**config.mk**
```make
export PLATFORM = sky130hd
export DESIGN_NAME = evt_uart
export DESIGN_NICKNAME = d
export VERILOG_FILES = /design/src/rtl/evt_uart_pkg.sv /design/src/rtl/evt_uart_regs.sv /design/src/rtl/evt_uart_tx.sv /design/src/rtl/evt_uart_rx.sv /design/src/rtl/evt_uart.sv
export SDC_FILE = /design/constraint.sdc
export NUM_CORES = 1
export LEC_CHECK = 0
export ABC_AREA = 1
export ABC_CLOCK_PERIOD_IN_PS = 5400
export BUFFER_PORTS_ARGS = -buffer_cell sky130_fd_sc_hd__buf_2
export CORE_MARGIN = 1
export CORE_UTILIZATION = 55
export DETAILED_ROUTE_END_ITERATION = 16
export GPL_ROUTABILITY_DRIVEN = 0
export PLACE_DENSITY = 0.84
export SLEW_MARGIN = 20
export SYNTH_ARGS = -nofsm -noshare
export SYNTH_HDL_FRONTEND = slang
export SYNTH_SLANG_ARGS = --single-unit
```
**constraint.sdc**
```tcl
create_clock -name clk -period 5.4 [get_ports clk]
set_input_delay 0.54 -clock clk [delete_from_list [all_inputs] [get_ports clk]]
set_output_delay 0.54 -clock clk [all_outputs]
set_load 0.01 [all_outputs]
```
**src/rtl/evt_uart_pkg.sv**
```systemverilog
`timescale 1ns/1ps
package evt_uart_pkg;

  // Width of the divisor field that times the serial bits.
  localparam int DIV_W = 16;
  // Bit-period counter: divisor times 16 oversampling.
  localparam int CNT_W = DIV_W + 4;

  // Word index of each register (byte offset = index * 4).
  localparam int IDX_DATA   = 0;
  localparam int IDX_DIV    = 1;
  localparam int IDX_STATUS = 2;
  localparam int IDX_CTRL   = 3;
  localparam int IDX_DEBUG  = 4;
  localparam int REG_COUNT  = 5;

  // Registers that are plain storage, in slot order.
  localparam int PLAIN_N = 3;
  localparam int PLAIN_IDX [PLAIN_N] = '{IDX_DIV, IDX_CTRL, IDX_DEBUG};
  localparam int SLOT_DIV  = 0;
  localparam int SLOT_CTRL = 1;

  typedef enum logic [1:0] {
    RX_IDLE,
    RX_START,
    RX_DATA,
    RX_STOP
  } rx_state_e;

  // Clocks per serial bit; a zero divisor is treated as one.
  function automatic logic [CNT_W-1:0] bit_clocks(input logic [DIV_W-1:0] div);
    logic [DIV_W-1:0] d;
    d = (div == '0) ? DIV_W'(1) : div;
    return {d, 4'b0000};
  endfunction

  // Clocks from a start edge to the middle of the start bit.
  function automatic logic [CNT_W-1:0] half_clocks(input logic [DIV_W-1:0] div);
    return bit_clocks(div) >> 1;
  endfunction

  function automatic logic irq_level(input logic rx_evt, input logic tx_evt,
                                     input logic rx_en, input logic tx_en);
    return (rx_evt & rx_en) | (tx_evt & tx_en);
  endfunction

  function automatic logic [31:0] status_word(input logic rx_evt, input logic tx_evt);
    return {29'b0, tx_evt, rx_evt, 1'b1};
  endfunction

endpackage

```
**src/rtl/evt_uart_regs.sv**
```systemverilog
`timescale 1ns/1ps
module evt_uart_regs
  import evt_uart_pkg::*;
#(
  parameter int ADDR_W = 8
) (
  input  logic             clk,
  input  logic             rst_n,
  input  logic             bus_sel,
  input  logic             bus_we,
  input  logic [ADDR_W-1:0] bus_addr,
  input  logic [3:0]       bus_be,
  input  logic [31:0]      bus_wdata,
  output logic [31:0]      bus_rdata,
  input  logic             tx_busy,
  input  logic             tx_done,
  input  logic             rx_done,
  input  logic [7:0]       rx_byte,
  output logic             tx_start,
  output logic [7:0]       tx_byte,
  output logic [DIV_W-1:0] divisor,
  output logic             irq,
  output logic             acc_hit,
  output logic             wr_data,
  output logic             wr_status,
  output logic             rx_push,
  output logic             rx_clr_req,
  output logic             rx_evt,
  output logic             tx_evt,
  output logic [7:0]       rx_hold
);

  localparam int IDX_W = ADDR_W - 2;

  logic [IDX_W-1:0] widx;
  logic             wr_en;
  logic             rd_en;
  logic             tx_clr_req;
  logic [31:0]      plain_q [PLAIN_N];
  logic [31:0]      rd_word;

  assign widx    = bus_addr[ADDR_W-1:2];
  assign acc_hit = bus_sel && (bus_be == 4'hF) && (bus_addr[1:0] == 2'b00)
                   && (widx < IDX_W'(REG_COUNT));
  assign wr_en   = acc_hit && bus_we;
  assign rd_en   = acc_hit && !bus_we;

  assign wr_data    = wr_en && (widx == IDX_W'(IDX_DATA));
  assign wr_status  = wr_en && (widx == IDX_W'(IDX_STATUS));
  assign rx_clr_req = wr_status && bus_wdata[1];
  assign tx_clr_req = wr_status && bus_wdata[2];

  // Transmit request: only accepted when the serializer is free.
  assign tx_start = wr_data && !tx_busy;
  assign tx_byte  = bus_wdata[7:0];

  // Receive acceptance: blocked while the previous byte is unacknowledged.
  assign rx_push = rx_done && !rx_evt;

  // Plain storage registers, one per slot.
  for (genvar k = 0; k < PLAIN_N; k++) begin : g_plain
    always_ff @(posedge clk) begin
      if (!rst_n) begin
        plain_q[k] <= '0;
      end else if (wr_en && (widx == IDX_W'(PLAIN_IDX[k]))) begin
        plain_q[k] <= bus_wdata;
      end
    end
  end

  // Sticky event flags; a raise wins over a same-cycle clear.
  always_ff @(posedge clk) begin
    if (!rst_n) begin
      rx_evt  <= 1'b0;
      tx_evt  <= 1'b0;
      rx_hold <= '0;
    end else begin
      if (rx_push) begin
        rx_evt  <= 1'b1;
        rx_hold <= rx_byte;
      end else if (rx_clr_req) begin
        rx_evt <= 1'b0;
      end
      if (tx_done) begin
        tx_evt <= 1'b1;
      end else if (tx_clr_req) begin
        tx_evt <= 1'b0;
      end
    end
  end

  always_comb begin
    rd_word = '0;
    if (widx == IDX_W'(IDX_DATA)) begin
      rd_word = {24'h0, rx_hold};
    end
    if (widx == IDX_W'(IDX_STATUS)) begin
      rd_word = status_word(rx_evt, tx_evt);
    end
    for (int k = 0; k < PLAIN_N; k++) begin
      if (widx == IDX_W'(PLAIN_IDX[k])) begin
        rd_word = plain_q[k];
      end
    end
  end

  assign bus_rdata = rd_en ? rd_word : '0;
  assign divisor   = plain_q[SLOT_DIV][DIV_W-1:0];
  assign irq       = irq_level(rx_evt, tx_evt,
                               plain_q[SLOT_CTRL][0], plain_q[SLOT_CTRL][1]);

endmodule

```
**src/rtl/evt_uart_tx.sv**
```systemverilog
`timescale 1ns/1ps
module evt_uart_tx
  import evt_uart_pkg::*;
(
  input  logic             clk,
  input  logic             rst_n,
  input  logic             start,
  input  logic [7:0]       byte_in,
  input  logic [DIV_W-1:0] div,
  output logic             tx_o,
  output logic             busy,
  output logic             done
);

  logic [8:0]       frame_q;   // data bits still to send, then stop bit
  logic [3:0]       left_q;    // bits remaining after the current one
  logic [CNT_W-1:0] cnt_q;
  logic [CNT_W-1:0] period_q;
  logic             line_q;
  logic             bit_end;

  assign bit_end = busy && (cnt_q == '0);
  assign done    = bit_end && (left_q == '0);
  assign tx_o    = line_q;

  always_ff @(posedge clk) begin
    if (!rst_n) begin
      busy     <= 1'b0;
      line_q   <= 1'b1;
      frame_q  <= '0;
      left_q   <= '0;
      cnt_q    <= '0;
      period_q <= '0;
    end else if (start) begin
      busy     <= 1'b1;
      line_q   <= 1'b0;
      frame_q  <= {1'b1, byte_in};
      left_q   <= 4'd9;
      period_q <= bit_clocks(div);
      cnt_q    <= bit_clocks(div) - CNT_W'(1);
    end else if (busy) begin
      if (bit_end) begin
        if (left_q == '0) begin
          busy   <= 1'b0;
          line_q <= 1'b1;
        end else begin
          line_q  <= frame_q[0];
          frame_q <= {1'b1, frame_q[8:1]};
          left_q  <= left_q - 4'd1;
          cnt_q   <= period_q - CNT_W'(1);
        end
      end else begin
        cnt_q <= cnt_q - CNT_W'(1);
      end
    end
  end

endmodule

```
**src/rtl/evt_uart_rx.sv**
```systemverilog
`timescale 1ns/1ps
module evt_uart_rx
  import evt_uart_pkg::*;
(
  input  logic             clk,
  input  logic             rst_n,
  input  logic             rx_i,
  input  logic [DIV_W-1:0] div,
  output logic             done,
  output logic [7:0]       byte_out
);

  logic [1:0]       sync_q;
  logic             s_rx;
  logic             prev_q;
  rx_state_e        state_q;
  logic [CNT_W-1:0] cnt_q;
  logic [CNT_W-1:0] period_q;
  logic [2:0]       idx_q;
  logic [7:0]       shreg_q;
  logic             tick;

  assign s_rx     = sync_q[1];
  assign tick     = (cnt_q == '0);
  assign done     = (state_q == RX_STOP) && tick && s_rx;
  assign byte_out = shreg_q;

  always_ff @(posedge clk) begin
    if (!rst_n) begin
      sync_q   <= 2'b11;
      prev_q   <= 1'b1;
      state_q  <= RX_IDLE;
      cnt_q    <= '0;
      period_q <= '0;
      idx_q    <= '0;
      shreg_q  <= '0;
    end else begin
      sync_q <= {sync_q[0], rx_i};
      prev_q <= s_rx;
      case (state_q)
        RX_IDLE: begin
          if (prev_q && !s_rx) begin
            state_q  <= RX_START;
            period_q <= bit_clocks(div);
            cnt_q    <= half_clocks(div) - CNT_W'(1);
          end
        end
        RX_START: begin
          if (tick) begin
            if (!s_rx) begin
              state_q <= RX_DATA;
              idx_q   <= '0;
              cnt_q   <= period_q - CNT_W'(1);
            end else begin
              state_q <= RX_IDLE;
            end
          end else begin
            cnt_q <= cnt_q - CNT_W'(1);
          end
        end
        RX_DATA: begin
          if (tick) begin
            shreg_q <= {s_rx, shreg_q[7:1]};
            cnt_q   <= period_q - CNT_W'(1);
            if (idx_q == 3'd7) begin
              state_q <= RX_STOP;
            end else begin
              idx_q <= idx_q + 3'd1;
            end
          end else begin
            cnt_q <= cnt_q - CNT_W'(1);
          end
        end
        RX_STOP: begin
          if (tick) begin
            state_q <= RX_IDLE;
          end else begin
            cnt_q <= cnt_q - CNT_W'(1);
          end
        end
        default: state_q <= RX_IDLE;
      endcase
    end
  end

endmodule

```
**src/rtl/evt_uart.sv**
```systemverilog
`timescale 1ns/1ps
module evt_uart
  import evt_uart_pkg::*;
#(
  parameter int ADDR_W = 8
) (
  input  logic              clk,
  input  logic              rst_n,
  input  logic              bus_sel,
  input  logic              bus_we,
  input  logic [ADDR_W-1:0] bus_addr,
  input  logic [3:0]        bus_be,
  input  logic [31:0]       bus_wdata,
  output logic [31:0]       bus_rdata,
  output logic              irq,
  output logic              tx_o,
  input  logic              rx_i
);

  // Named internal events, also observed by the bound checker.
  logic             acc_hit;
  logic             wr_data;
  logic             wr_status;
  logic             rx_push;
  logic             rx_clr_req;
  logic             rx_evt;
  logic             tx_evt;
  logic [7:0]       rx_hold;
  logic             tx_start;
  logic [7:0]       tx_byte;
  logic             tx_busy;
  logic             tx_done;
  logic             rx_done;
  logic [7:0]       rx_byte;
  logic [DIV_W-1:0] divisor;

  evt_uart_regs #(.ADDR_W(ADDR_W)) regs_i (
    .clk        (clk),
    .rst_n      (rst_n),
    .bus_sel    (bus_sel),
    .bus_we     (bus_we),
    .bus_addr   (bus_addr),
    .bus_be     (bus_be),
    .bus_wdata  (bus_wdata),
    .bus_rdata  (bus_rdata),
    .tx_busy    (tx_busy),
    .tx_done    (tx_done),
    .rx_done    (rx_done),
    .rx_byte    (rx_byte),
    .tx_start   (tx_start),
    .tx_byte    (tx_byte),
    .divisor    (divisor),
    .irq        (irq),
    .acc_hit    (acc_hit),
    .wr_data    (wr_data),
    .wr_status  (wr_status),
    .rx_push    (rx_push),
    .rx_clr_req (rx_clr_req),
    .rx_evt     (rx_evt),
    .tx_evt     (tx_evt),
    .rx_hold    (rx_hold)
  );

  evt_uart_tx tx_i (
    .clk     (clk),
    .rst_n   (rst_n),
    .start   (tx_start),
    .byte_in (tx_byte),
    .div     (divisor),
    .tx_o    (tx_o),
    .busy    (tx_busy),
    .done    (tx_done)
  );

  evt_uart_rx rx_u (
    .clk      (clk),
    .rst_n    (rst_n),
    .rx_i     (rx_i),
    .div      (divisor),
    .done     (rx_done),
    .byte_out (rx_byte)
  );

endmodule

```
; ---- Yosys cells after proc, flatten, opt, wreduce, memory -nomap -nowiden
; Memories as Yosys holds them, arrays and structs flattened.
; Cells that the tools add are included.
[op_classes]
addsub = 8
multipliers = 0
div_mod_pow = 0
order_cmp = 1
eq_ne = 20
n_shift = 0
n_mux = 62
n_bitwise = 8
n_reduce_logical = 45
[ops]
columns = cell, n
row1 = $mux W32, 7
row2 = $mux W20, 9
row3 = $sub A20 B1 Y20 const B, 5
row4 = $pmux W20 S4, 1
row5 = $logic_not A20 Y1, 2
row6 = $mux W9, 4
row7 = $mux W1, 22
row8 = $sub A19 B1 Y20 const B, 1
row9 = $logic_and A1 B1 Y1, 19
row10 = $logic_not A16 Y1, 1
row11 = $mux W16, 1
row12 = $mux W4, 4
row13 = $mux W8, 2
row14 = $eq A6 B2 Y1 const B, 2
row15 = $mux W2, 6
row16 = $mux W3, 4
row17 = $ne A2 B1 Y1 const B, 5
row18 = $reduce_and A5 Y1, 2
row19 = $reduce_bool A2 Y1, 5
row20 = $reduce_and A3 Y1, 3
row21 = $ne A2 B2 Y1 const B, 4
row22 = $pmux W2 S4, 1
row23 = $reduce_and A2 Y1, 4
row24 = $eq A6 B1 Y1 const B, 1
row25 = other kinds (18), 29
[totals]
register_bits = 113
latchBits = 0
ramBits = 96
romBits = 0
inputBits = 49
output_inout_bits = 34
word_cells = 162
memories = 1
[memory_table]
columns = name, words, width, rd, rd_clocked_by_memory_dff, write_ports, line_no
row1 = regs_i.plain_q, 3, 32, 3, 0, 3, evt_uart_regs.sv:39  ; logic [31:0] plain_q [PLAIN_N];

; ---- Logic depth before layout (Yosys ltp)
; Gate-level depths: netlist (run 1).
[logic_depth]
ltp_word = 10
depth_mapped = 17

; ---- By module
; Synthesis (run 1) repeated with hierarchy kept, for this count alone.
[hier_totals]
hier_cells = 1749
hier_area_um2 = 12451.9
[modules_own_cells]
columns = module, instances, cells_each, area_each_um2, seq_area_each_um2
row1 = evt_uart_regs, 1, 544, 5078.6, 3083.0
row2 = evt_uart_rx, 1, 640, 3836.2, 1041.0
row3 = evt_uart_tx, 1, 565, 3537.1, 1021.0

; ---- Worst setup path before layout (run 1)
; Ideal clock, no wire load.
[synth_path]
path_kind = input port to flip-flop
start = input port bus_addr[2]
end = memory regs_i.plain_q[2][0], enable pin
arrival_ns = 3.557
setup_slack_ns = 1.377
cell_stages = 5
n_path_buf = 2
path_cell_list = nor2_1 nand4_1 clkbuf_1 clkbuf_1 o21ai_0
[synth_lines]
columns = element, line_no
row1 = "start, declared", evt_uart.sv:11  ; input logic [ADDR_W-1:0] bus_addr,
row2 = "end, declared", evt_uart_regs.sv:39

; ---- Final worst setup path (run 1)
[layout_path]
start = input port bus_addr[4]
end = output port bus_rdata[22]
[layout_between]
elab_chain_len = 5
elab_cells_between_ends = 10
cone_classes = order compare: 1 / eq/ne: 3 / mux: 4 / reduce/logical: 2
[layout_rtl]
columns = element, line_no
row1 = "parallel branches: the longest is 4 deep, another holds $lt A6 B3 Y1", n/a
row2 = $mux W32 *, evt_uart_regs.sv:107  ; assign bus_rdata = rd_en ? rd_word : '0;
row3 = "end, declared", evt_uart.sv:14  ; output logic [31:0] bus_rdata,
; Every way passes the cells marked *.

==> metrics.cfg, run 1 <==
[die]
start_util_pct = 56.52
die-area_um2 = 21510
dieWidth_um = 146.7
die_h_um = 146.7
fp-row-count = 52
coreArea_um2 = 20360
ioPinCount = 83

[worst_setup_path]
crit_top_cell = buf_2
setup.worst_path.start = bus_addr[4]
path_delay_family = buffers and inverters
cp.depth = 7
path_buf_inv = 3
r2r_end = tx_i.cnt_q[16]$_SDFFE_PN0P_
cp-start-kind = input pin
reg2reg_depth = 16
crit_path_max_fanout = 32
r2r-start = regs_i.plain_q[0][8]$_SDFFCE_PN0P_
worstPathArrival_ps = 2650
crit_path_top_delay_cell = inv_1
worst-endpoint-required_ps = 4860
path_cells = buf_2 -> nor2_1 -> nand4_1 -> inv_1 -> a22oi_1 -> a21oi_1 -> buf_2
rrSetupSlack_ps = 2530
cp-endpoint = bus_rdata[22]
critical_path_class = in2out
crit_path_end_kind = primary output
max_stage_delay_ps = 880

[place]
portBuffers = 82
dp_hpwl_um = 21310
dpl_cell_area_um2 = 12090

[global_routing]
grt_pass1_vias = 10170
gr-usage-met3_pct = 5.313
grt_pass1_wl_um = 50090
busiest_layer = met2
antenna_found_initial = 0
met1_usage_pct = 36.71
grt_use_met2_pct = 47.37
track_usage_pct = 28.63
globalRouteOverflowTotal = 0
grt_max_degree = 66

[power]
p_per_area_nw_per_um2 = 326.4
pwr-share-seq_pct = 42.8
power_frac_comb_pct = 17.7
p_switching_mw = 1.244
p_leak_nw = 5.550
power.internal_mw = 2.962
p_sw_share_pct = 29.57
clkPwrFrac_pct = 39.5
ir_drop_mv = 0.2813

[synthesis]
ys.flop_type = dfxtp_1
synthTopCellsByCount = nor2_1 (295), nand2_1 (272), inv_1 (151)
synthDistinctLibCells = 49
ys_seq_elements = 209
syn_nets = 1611
synth_edf_count = 96
yosysSeqAreaShare_pct = 44.70
synthCells = 1549
synthArstFlopShare_pct = 0
yosysMostFrequentCell = nor2_1
yosys_warnings = 0
netlist_area_um2 = 11510
synth_area_leader_cell = edfxtp_1
synth_top_area_share_pct = 25.04
avgSynthCellArea_um2 = 7.431
synth_area_leaders = edfxtp_1 (25%), dfxtp_1 (20%), nor2_1 (9.6%), nand2_1 (8.9%), o21ai_0 (5.3%)

[clock_tree]
cts_sinks = 209
cts_root_buf = clkbuf_16
insertion_delay_ps = 520
cts_resized = 0
htree_levels = 1
clkTransAtPathRegs_ps = 60
cts_hold_buf = 0
cts_buffers = 23
post-cts-setup-buffers = 0
cts.path.max_buffers = 3
cts_tree = built

[final_layout]
n_antenna_cell = 0
syn_to_final_growth_pct = 11.94
design_area_um2 = 12880
layout-drive-gt1-share_pct = 10.47
finalNetCount = 1669

[sta]
hold_violations = 0
timing.slew.headroom_pct = 24.86
setup_viol = 0
setup-tns-final_ps = 0
timing.final.crit_share_pct = 59.13
drv_slew = 0
fmax_mhz = 313.2
min_period_ps = 3193
rsz0062_at_grt = no
worst_slew_pin_slew_ps = 1126
skew_ps = 11.55

[job]
drv_cap = 0

[min_path]
hold_start = rx_i
worstHoldPathType = in2reg

[route]
routed-via-count = 10920
post_drt_via_cell_ratio = 5.767
drtIter0Drc = 954
remaining_drc_errors = 0
drtPass1Iterations = 5
final_antenna_net_count = 0
routed_wl_um = 30880
drt-wirelength-per-cell_um = 16.30

[run_status]
status = finished clean

==> metrics by stage <==
step / power [mW] / std cells / hold slack, ps / worst slack (ps) / utilization (%)
finish: 4.206 / 1894 / 204.0 / 2207 / 63.27
global route: 4.368 / 1894 / 213.5 / 2027 / 63.27
CTS: 4.193 / 1894 / 200.6 / 2269 / 63.27
detailed placement: 2.545 / 1852 / 406.4 / 2285 / 59.39
global placement: 2.531 / 1852 / 399.4 / 2368 / 59.39
floorplan: 2.369 / 1549 / 392.5 / 1377 / -
==> logic make-up after synthesis <==
logic type      synth area share [%]
flops                          44.70
buf+inv                        7.772
xor+xnor                       3.424
simple gates                   27.12
compound gates                 15.58
fa+ha+maj                      1.413
==> power by group through the flow <==
stage          logic [mW]  clock network, mW  registers, mW
3_5_place_dp        0.716                  0           1.83
4_1_cts             0.724               1.67           1.80
6_report            0.744               1.66           1.80
2_1_floorplan       0.562                  0           1.81
3_3_place_gp        0.703                  0           1.83
5_1_grt             0.829               1.73           1.81
==> layout make-up <==
| cell class | count | area (µm²) |
|---|---|---|
| Sequential cell | 209 | 5145 |
| Timing Repair Buffer | 97 | 523.0 |
| Tap cell | 270 | 337.8 |
| Clock inverter | 11 | 172.7 |
| Fill cell | 1741 | 7480 |
| Clock buffer | 31 | 618.1 |
| Multi-Input combinational cell | 1115 | 5482 |
| Inverter | 161 | 606.8 |
==> worst min path at each step <==
| stage | cells after the start | to | slack (ps) |
|---|---|---|---|
| 5_1_grt | 2 | rx_u.sync_q[0]$_SDFF_PN1_ | 210 |
| 4_1_cts | 2 | rx_u.sync_q[0]$_SDFF_PN1_ | 200 |
| 3_3_place_gp | 1 | rx_u.sync_q[1]$_SDFF_PN1_ | 400 |
| 2_1_floorplan | 1 | rx_u.sync_q[1]$_SDFF_PN1_ | 390 |
| 3_5_place_dp | 1 | rx_u.sync_q[1]$_SDFF_PN1_ | 410 |
| 6_report | 2 | rx_u.sync_q[0]$_SDFF_PN1_ | 200 |
==> state kept, by name (all words and copies together) (netlist names), named ones only <==
name / flops
rx_u.state_q: 1
tx_i.cnt_q: 20
regs_i.rx_evt: 1
regs_i.tx_evt: 1
rx_u.cnt_q: 20
rx_u.prev_q: 1
tx_i.left_q: 4
tx_i.period_q: 16
rx_u.byte_out: 8
tx_i.busy: 1
tx_i.frame_q: 9
rx_u.period_q: 16
tx_i.tx_o: 1
regs_i.rx_hold: 8
rx_u.sync_q: 2
rx_u.idx_q: 3
regs_i.plain_q: 96
==> routing by layer <==
layer | up-vias | share of wire, %
met4 | 0 | 3.0
met2 | 550 | 47
met3 | 91 | 9.5
li1 | 5269 | -
met1 | 5013 | 41
met5 | - | 0
==> cell usage in the layout, fill, tap and decap left out, types with 15 or more instances in the layout <==
cell type	n
nand4_1	18
xor2_1	29
xnor2_1	16
a21oi_1	120
o21ai_0	119
nand3_1	102
clkbuf_16	23
edfxtp_1	96
buf_4	15
nand2_1	272
nor2_1	294
inv_1	151
buf_2	82
a22oi_1	31
dfxtp_1	113
nor3_1	23
No activity file was read; power rests on OpenSTA's default activity.
==> run 2, diff against run 1 <==
Settings changed: ABC_CLOCK_PERIOD_IN_PS 5400 to 2700, PLACE_DENSITY 0.84 to 0.87.
Clock period 5.4 ns to 2.7 ns, I/O delays scaled along.
==> run 2 against run 1 <==
  * Via count increased by 1.9%
  * Combinational power up 110%
  * Core utilization is 0.92 points higher
  * Critical path type is now reg2reg
  * Critical endpoint is now tx_i.cnt_q[16]$_SDFFE_PN0P_
==> metrics.cfg, run 2 (synthesis results as in run 1) <==
[worst_setup_path]
critical_path_class = reg2reg  ; was in2out
crit_path_top_delay_cell = edfxtp_1  ; was inv_1
worstPathArrival_ps = 2930  ; was 2650 ps
crit_path_end_kind = register  ; was primary output
r2r-start = regs_i.plain_q[0][7]$_SDFFCE_PN0P_  ; was regs_i.plain_q[0][8]$_SDFFCE_PN0P_
reg2reg_depth = 16  ; unchanged
rrSetupSlack_ps = 160  ; was 2530 ps
max_stage_delay_ps = 470  ; was 880 ps
path_delay_family = simple AND/OR/NAND/NOR gates  ; was buffers and inverters
cp-start-kind = register  ; was input pin
r2r_end = tx_i.cnt_q[16]$_SDFFE_PN0P_  ; unchanged
worst-endpoint-required_ps = 3090  ; was 4860 ps
path_buf_inv = 1  ; was 3
path_cells = nor2_1 -> nand2_1 -> nor2_1 -> nand2_1 -> nand2_1 -> inv_2 -> ha_1 -> nand2_1 -> nor2_1 -> nand3_1 -> xor2_1 -> nand2_1 -> nand2_1 -> nor2_1 -> nor2_1 -> nor2_1  ; was buf_2 -> nor2_1 -> nand4_1 -> inv_1 -> a22oi_1 -> a21oi_1 -> buf_2
setup.worst_path.start = regs_i.plain_q[0][7]$_SDFFCE_PN0P_  ; was bus_addr[4]
crit_path_max_fanout = 5  ; was 32

[sta]
timing.final.crit_share_pct = 94.01
hold_violations = 0  ; unchanged
setup-tns-final_ps = 0  ; unchanged
drv_slew = 0  ; unchanged
skew_ps = 12.11  ; was 11.55 ps
timing.slew.headroom_pct = 57.17  ; was 24.86%
rsz0062_at_grt = no  ; unchanged
worst_slew_pin_slew_ps = 642.5  ; was 1126 ps
final.setup.worst_slack_ps = 161.8  ; was 2207 ps
min_period_ps = 2538
setup_viol = 0  ; unchanged
fmax_mhz = 394.0

[power]
p_leak_nw = 5.677  ; was 5.550 nW
ir_drop_mv = 0.5213  ; was 0.2813 mV
p_per_area_nw_per_um2 = 622.4  ; was 326.4 nW/µm²

[route]
drtPass1Iterations = 6  ; was 5
routed-via-count = 11130  ; was 10920
drtIter0Drc = 1292  ; was 954
routed_wl_um = 31730  ; was 30880 µm
post_drt_via_cell_ratio = 5.802  ; was 5.767
final_antenna_net_count = 0  ; unchanged
remaining_drc_errors = 0  ; unchanged
drt-wirelength-per-cell_um = 16.54  ; was 16.30 µm

[final_layout]
layout-drive-gt1-share_pct = 11.71  ; was 10.47%
seqCellArea_um2 = 5145  ; unchanged
final_cell_mix = nor2_1 (293), nand2_1 (272), inv_1 (151), a21oi_1 (120), o21ai_0 (119)  ; was nor2_1 (294), nand2_1 (272), inv_1 (151), a21oi_1 (120), o21ai_0 (119)
final_common_cell = nor2_1  ; unchanged
fillCellCount = 1598  ; was 1741
reg.largest.list = regs_i.plain_q x96, rx_u.cnt_q x20, tx_i.cnt_q x20  ; unchanged
design_area_um2 = 13070  ; was 12880 µm²
n_antenna_cell = 0  ; unchanged
finalNetCount = 1693  ; was 1669
syn_to_final_growth_pct = 13.55  ; was 11.94%
multiInputGateArea_um2 = 5489  ; was 5482 µm²
top_register = regs_i.plain_q  ; unchanged
largest_register_ffs = 96  ; unchanged

[place]
portBuffers = 82  ; unchanged
dp_hpwl_um = 22060  ; was 21310 µm
dp_slack_ps = 297.4  ; was 2285 ps
dpl_cell_area_um2 = 12330  ; was 12090 µm²

[min_path]
holdPathStages = 3  ; was 2
hold-path-endpoint = regs_i.plain_q[1][31]$_SDFFCE_PN0P_  ; was rx_u.sync_q[0]$_SDFF_PN1_
worstHoldPathType = in2reg  ; unchanged
hold_start = bus_wdata[31]  ; was rx_i

[global_routing]
globalRouteOverflowTotal = 0  ; unchanged
grt_pass1_vias = 10740  ; was 10170
antenna_found_initial = 0  ; unchanged
grt_pass1_wl_um = 51450  ; was 50090 µm
track_usage_pct = 29.40  ; was 28.63%
grt_max_degree = 54  ; was 66

[die]
die-area_um2 = 21510  ; unchanged
coreArea_um2 = 20360  ; unchanged
die_h_um = 146.7  ; unchanged
dieWidth_um = 146.7  ; unchanged
fp-row-count = 52  ; unchanged
start_util_pct = 56.52  ; unchanged
ioPinCount = 83  ; unchanged

[job]
drv_cap = 0  ; unchanged

[run_status]
status = finished clean  ; unchanged

[clock_tree]
cts_tree = built  ; unchanged
cts_sinks = 209  ; unchanged
post-cts-setup-buffers = 0  ; unchanged
cts_root_buf = clkbuf_16  ; unchanged
cts_buffers = 23  ; unchanged
cts.path.max_buffers = 3  ; unchanged
htree_levels = 1  ; unchanged
clkTransAtPathRegs_ps = 60  ; about the same
insertion_delay_ps = 510  ; was 520 ps

==> run 2: cell type report <==
cell class / instances / area share, %
Multi-Input combinational cell: 1115 / 41.99
Sequential cell: 209 / 39.36
Timing Repair Buffer: 121 / 5.877
Clock buffer: 32 / 4.910
Inverter: 161 / 4.642
Tap cell: 270 / 2.584
Clock inverter: 10 / 0.6318
==> run 2: worst max path at each step <==
stage / slack, ps / depth (start not counted) / end
floorplan: 410 / 5 / regs_i.plain_q[2][0]$_SDFFCE_PN0P_
global placement: 380 / 16 / tx_i.cnt_q[16]$_SDFFE_PN0P_
detailed placement: 300 / 16 / tx_i.cnt_q[16]$_SDFFE_PN0P_
CTS: 270 / 16 / tx_i.cnt_q[16]$_SDFFE_PN0P_
global route: 10 / 15 / tx_i.cnt_q[18]$_SDFFE_PN0P_
finish: 160 / 16 / tx_i.cnt_q[16]$_SDFFE_PN0P_
==> run 2: stage by stage <==
stage	utilization (%)	hold WS [ps]	power, mW	cells
after floorplan	-	376.6	4.736	1549
after global placement	60.54	396.8	5.083	1875
after detailed placement	60.54	405.7	5.127	1875
after CTS	64.15	67.16	8.114	1918
after global routing	64.19	69.76	8.468	1918
final	64.19	75.89	8.136	1918
==> run 2: where the power goes <==
part / internal [mW] / switching [mW] / total (mW) / leakage (nW)
combinational: 0.498 / 1.05 / 1.54 / 3.49
clock: 1.76 / 1.25 / 3.01 / 0.361
sequential: 3.45 / 0.124 / 3.58 / 1.83
total: 5.71 / 2.42 / 8.14 / 5.68
==> run 2: what timing repair did <==
action	in CTS	in global routing
hold endpoints to repair	1	0
resized for setup	0	2
hold buffers	1	0
setup endpoints to repair	0	1
==> run 2: worst register-to-register path, stage by stage (launching register included) <==
cell      delay, ps
edfxtp_1        470
nor2_1          220
nand2_1         140
nor2_1          130
nand2_1          90
nand2_1         160
inv_2            80
ha_1            230
nand2_1         140
nor2_1          110
nand3_1         100
xor2_1          210
nand2_1          80
nand2_1          90
nor2_1           50
nor2_1           80
nor2_1           40
==> run 2: metal layers <==
layer	GRT usage, %	up-vias	routed length (µm)
met5	0	-	0
met4	14.58	0	1189
met3	5.344	104	2792
met2	48.96	564	15190
met1	36.64	5152	12560
li1	-	5309	-
==> run 3, diff against run 2 <==
Settings changed: CORE_MARGIN 1 to 4.
==> run 3 against run 2 <==
  * Final area is 0.21% higher
  * Cell count is 0.21% higher
  * Maximum frequency is 0.44% higher
  * Power is 0.75% higher
  * Count of clock-buffer cells in the layout is 4 lower
  * Critical path type unchanged
  * Critical endpoint is now tx_i.cnt_q[18]$_SDFFE_PN0P_
  * Highest routed layer unchanged
==> metrics.cfg, run 3 (synthesis results as in run 1) <==
[worst_setup_path]
cp-start-kind = register  ; unchanged
crit_path_top_delay_cell = edfxtp_1  ; unchanged
crit_top_cell = nand2_1
crit_path_max_fanout = 6  ; was 5
path_cells = nor2_1 -> nand2_1 -> nor2_1 -> nand2_1 -> nand2_1 -> inv_2 -> ha_1 -> nand2_1 -> nor3_1 -> nand2_1 -> xor2_1 -> nor2_1 -> nor2_1 -> nand2_1 -> a21oi_1  ; was nor2_1 -> nand2_1 -> nor2_1 -> nand2_1 -> nand2_1 -> inv_2 -> ha_1 -> nand2_1 -> nor2_1 -> nand3_1 -> xor2_1 -> nand2_1 -> nand2_1 -> nor2_1 -> nor2_1 -> nor2_1
worstPathArrival_ps = 2950  ; was 2930 ps
worst-endpoint-required_ps = 3130  ; was 3090 ps
crit_path_end_kind = register  ; unchanged
max_stage_delay_ps = 460  ; was 470 ps
path_buf_inv = 1  ; unchanged
path_delay_family = simple AND/OR/NAND/NOR gates  ; unchanged
critical_path_class = reg2reg  ; unchanged

[die]
coreArea_um2 = 20430  ; was 20360 µm²
die-area_um2 = 23310  ; was 21510 µm²
ioPinCount = 83  ; unchanged
start_util_pct = 56.34  ; was 56.52%
dieWidth_um = 152.7  ; was 146.7 µm
die_h_um = 152.7  ; was 146.7 µm
fp-row-count = 52  ; unchanged

[route]
post_drt_via_cell_ratio = 5.826  ; was 5.802
drtIter0Drc = 1378  ; was 1292
routed-via-count = 11200  ; was 11130
routed_wl_um = 32110  ; was 31730 µm
remaining_drc_errors = 0  ; unchanged
final_antenna_net_count = 0  ; unchanged
drt-wirelength-per-cell_um = 16.70  ; was 16.54 µm
drtPass1Iterations = 6  ; unchanged

[clock_tree]
insertion_delay_ps = 520  ; was 510 ps
cts_sinks = 209  ; unchanged
cts.path.max_buffers = 3  ; unchanged
cts_buffers = 22  ; was 23
clkTransAtPathRegs_ps = 70  ; was 60 ps
htree_levels = 1  ; unchanged
cts_tree = built  ; unchanged
cts_root_buf = clkbuf_16  ; unchanged

[global_routing]
antenna_found_initial = 0  ; unchanged
grt_pass1_vias = 10430  ; was 10740
track_usage_pct = 26.51  ; was 29.40%
grt_max_degree = 50  ; was 54
grt_pass1_wl_um = 51720  ; was 51450 µm
globalRouteOverflowTotal = 0  ; unchanged

[power]
ir_drop_mv = 0.5881  ; was 0.5213 mV
p_per_area_nw_per_um2 = 625.7  ; was 622.4 nW/µm²
p_leak_nw = 5.694  ; was 5.677 nW

[final_layout]
final_cell_mix = nor2_1 (292), nand2_1 (272), inv_1 (151), a21oi_1 (120), o21ai_0 (119)  ; was nor2_1 (293), nand2_1 (272), inv_1 (151), a21oi_1 (120), o21ai_0 (119)
largest_register_ffs = 96  ; unchanged
final_util_pct = 64.12  ; was 64.19%
top_register = regs_i.plain_q  ; unchanged
fillCellCount = 1620  ; was 1598
finalNetCount = 1698  ; was 1693
syn_to_final_growth_pct = 13.79  ; was 13.55%
seqCellArea_um2 = 5145  ; unchanged
multiInputGateArea_um2 = 5487  ; was 5489 µm²
layout-drive-gt1-share_pct = 12.05  ; was 11.71%
n_antenna_cell = 0  ; unchanged
reg.largest.list = regs_i.plain_q x96, rx_u.cnt_q x20, tx_i.cnt_q x20  ; unchanged
final_common_cell = nor2_1  ; unchanged

[sta]
hold_violations = 0  ; unchanged
drv_slew = 0  ; unchanged
final.setup.worst_slack_ps = 173.0  ; was 161.8 ps
timing.final.crit_share_pct = 93.59  ; was 94.01%
min_period_ps = 2527  ; was 2538 ps
fmax_mhz = 395.7  ; was 394.0 MHz
setup-tns-final_ps = 0  ; unchanged
skew_ps = 18.18  ; was 12.11 ps
worst_slew_pin_slew_ps = 823.6  ; was 642.5 ps
hold_slack_ps = 70.19  ; was 75.89 ps
setup_viol = 0  ; unchanged
timing.slew.headroom_pct = 45.01  ; was 57.17%

[run_status]
status = finished clean  ; unchanged

[place]
portBuffers = 82  ; unchanged
dp_hpwl_um = 22250  ; was 22060 µm
dp_slack_ps = 253.2  ; was 297.4 ps

[job]
drv_cap = 0  ; unchanged

[min_path]
worstHoldPathType = in2reg  ; unchanged

[run 3: changes by cell type in the layout (fill, tap and decap cells not counted), sizes merged]
cell,before,now
buf,120,126
clkbuf,32,28
bufinv,1,2
clkinvlp,0,1
[run 3: stage by stage]
step	power (mW)	instances	instance area, µm²
after CTS	8.152	1920	13080
after global routing	8.520	1922	13100
after global placement	5.076	1879	12330
after detailed placement	5.121	1879	12330
after floorplan	4.736	1549	11520
final	8.196	1922	13100
[run 3: repair_timing]
action / CTS / global route
hold endpoints to repair: 1 / 0
endpoints found under the setup margin: 0 / 1
hold buffers: 1 / 0
buffers inserted: 0 / 2
gates resized for setup: 0 / 2
[run 3: cell type report]
cell class	count	share of cell area (%)
clock buffers	28	4.614
well taps	270	2.579
clock inverters	12	0.9934
repair buffers	127	6.018
multi-input cells	1115	41.89
flip-flops and latches	209	39.28
inverters	161	4.633
[run 3: report_power, final]
group	leakage (nW)	switching [mW]	total, mW	internal [mW]
logic	3.51	1.05	1.55	0.498
registers	1.83	0.125	3.58	3.45
clock network	0.360	1.28	3.07	1.79
[run 3: worst paths after layout]
path / start / endpoint / slack (ps) / cells past startpoint
max: regs_i.plain_q[0][5]$_SDFFCE_PN0P_ / tx_i.cnt_q[18]$_SDFFE_PN0P_ / 170 / 15
min: bus_wdata[30] / regs_i.plain_q[2][30]$_SDFFCE_PN0P_ / 70 / 3
max reg2reg: regs_i.plain_q[0][5]$_SDFFCE_PN0P_ / tx_i.cnt_q[18]$_SDFFE_PN0P_ / 170 / 15
min reg2reg: rx_u.sync_q[0]$_SDFF_PN1_ / rx_u.sync_q[1]$_SDFF_PN1_ / 410 / 1
[run 3: tightest hold or removal path: cells and delay by family]
kind          cells  cell delay (ps)
buf+inv           2              120
simple gates      1               90
[run 3: per-layer routing]
layer / GRT usage [%] / up-vias / part of all wire (%)
met1: 34.52 / 5130 / 39
li1: - / 5317 / -
met2: 44.11 / 636 / 47
met3: 4.828 / 114 / 9.6
met5: 0 / - / 0
met4: 10.22 / 0 / 3.9
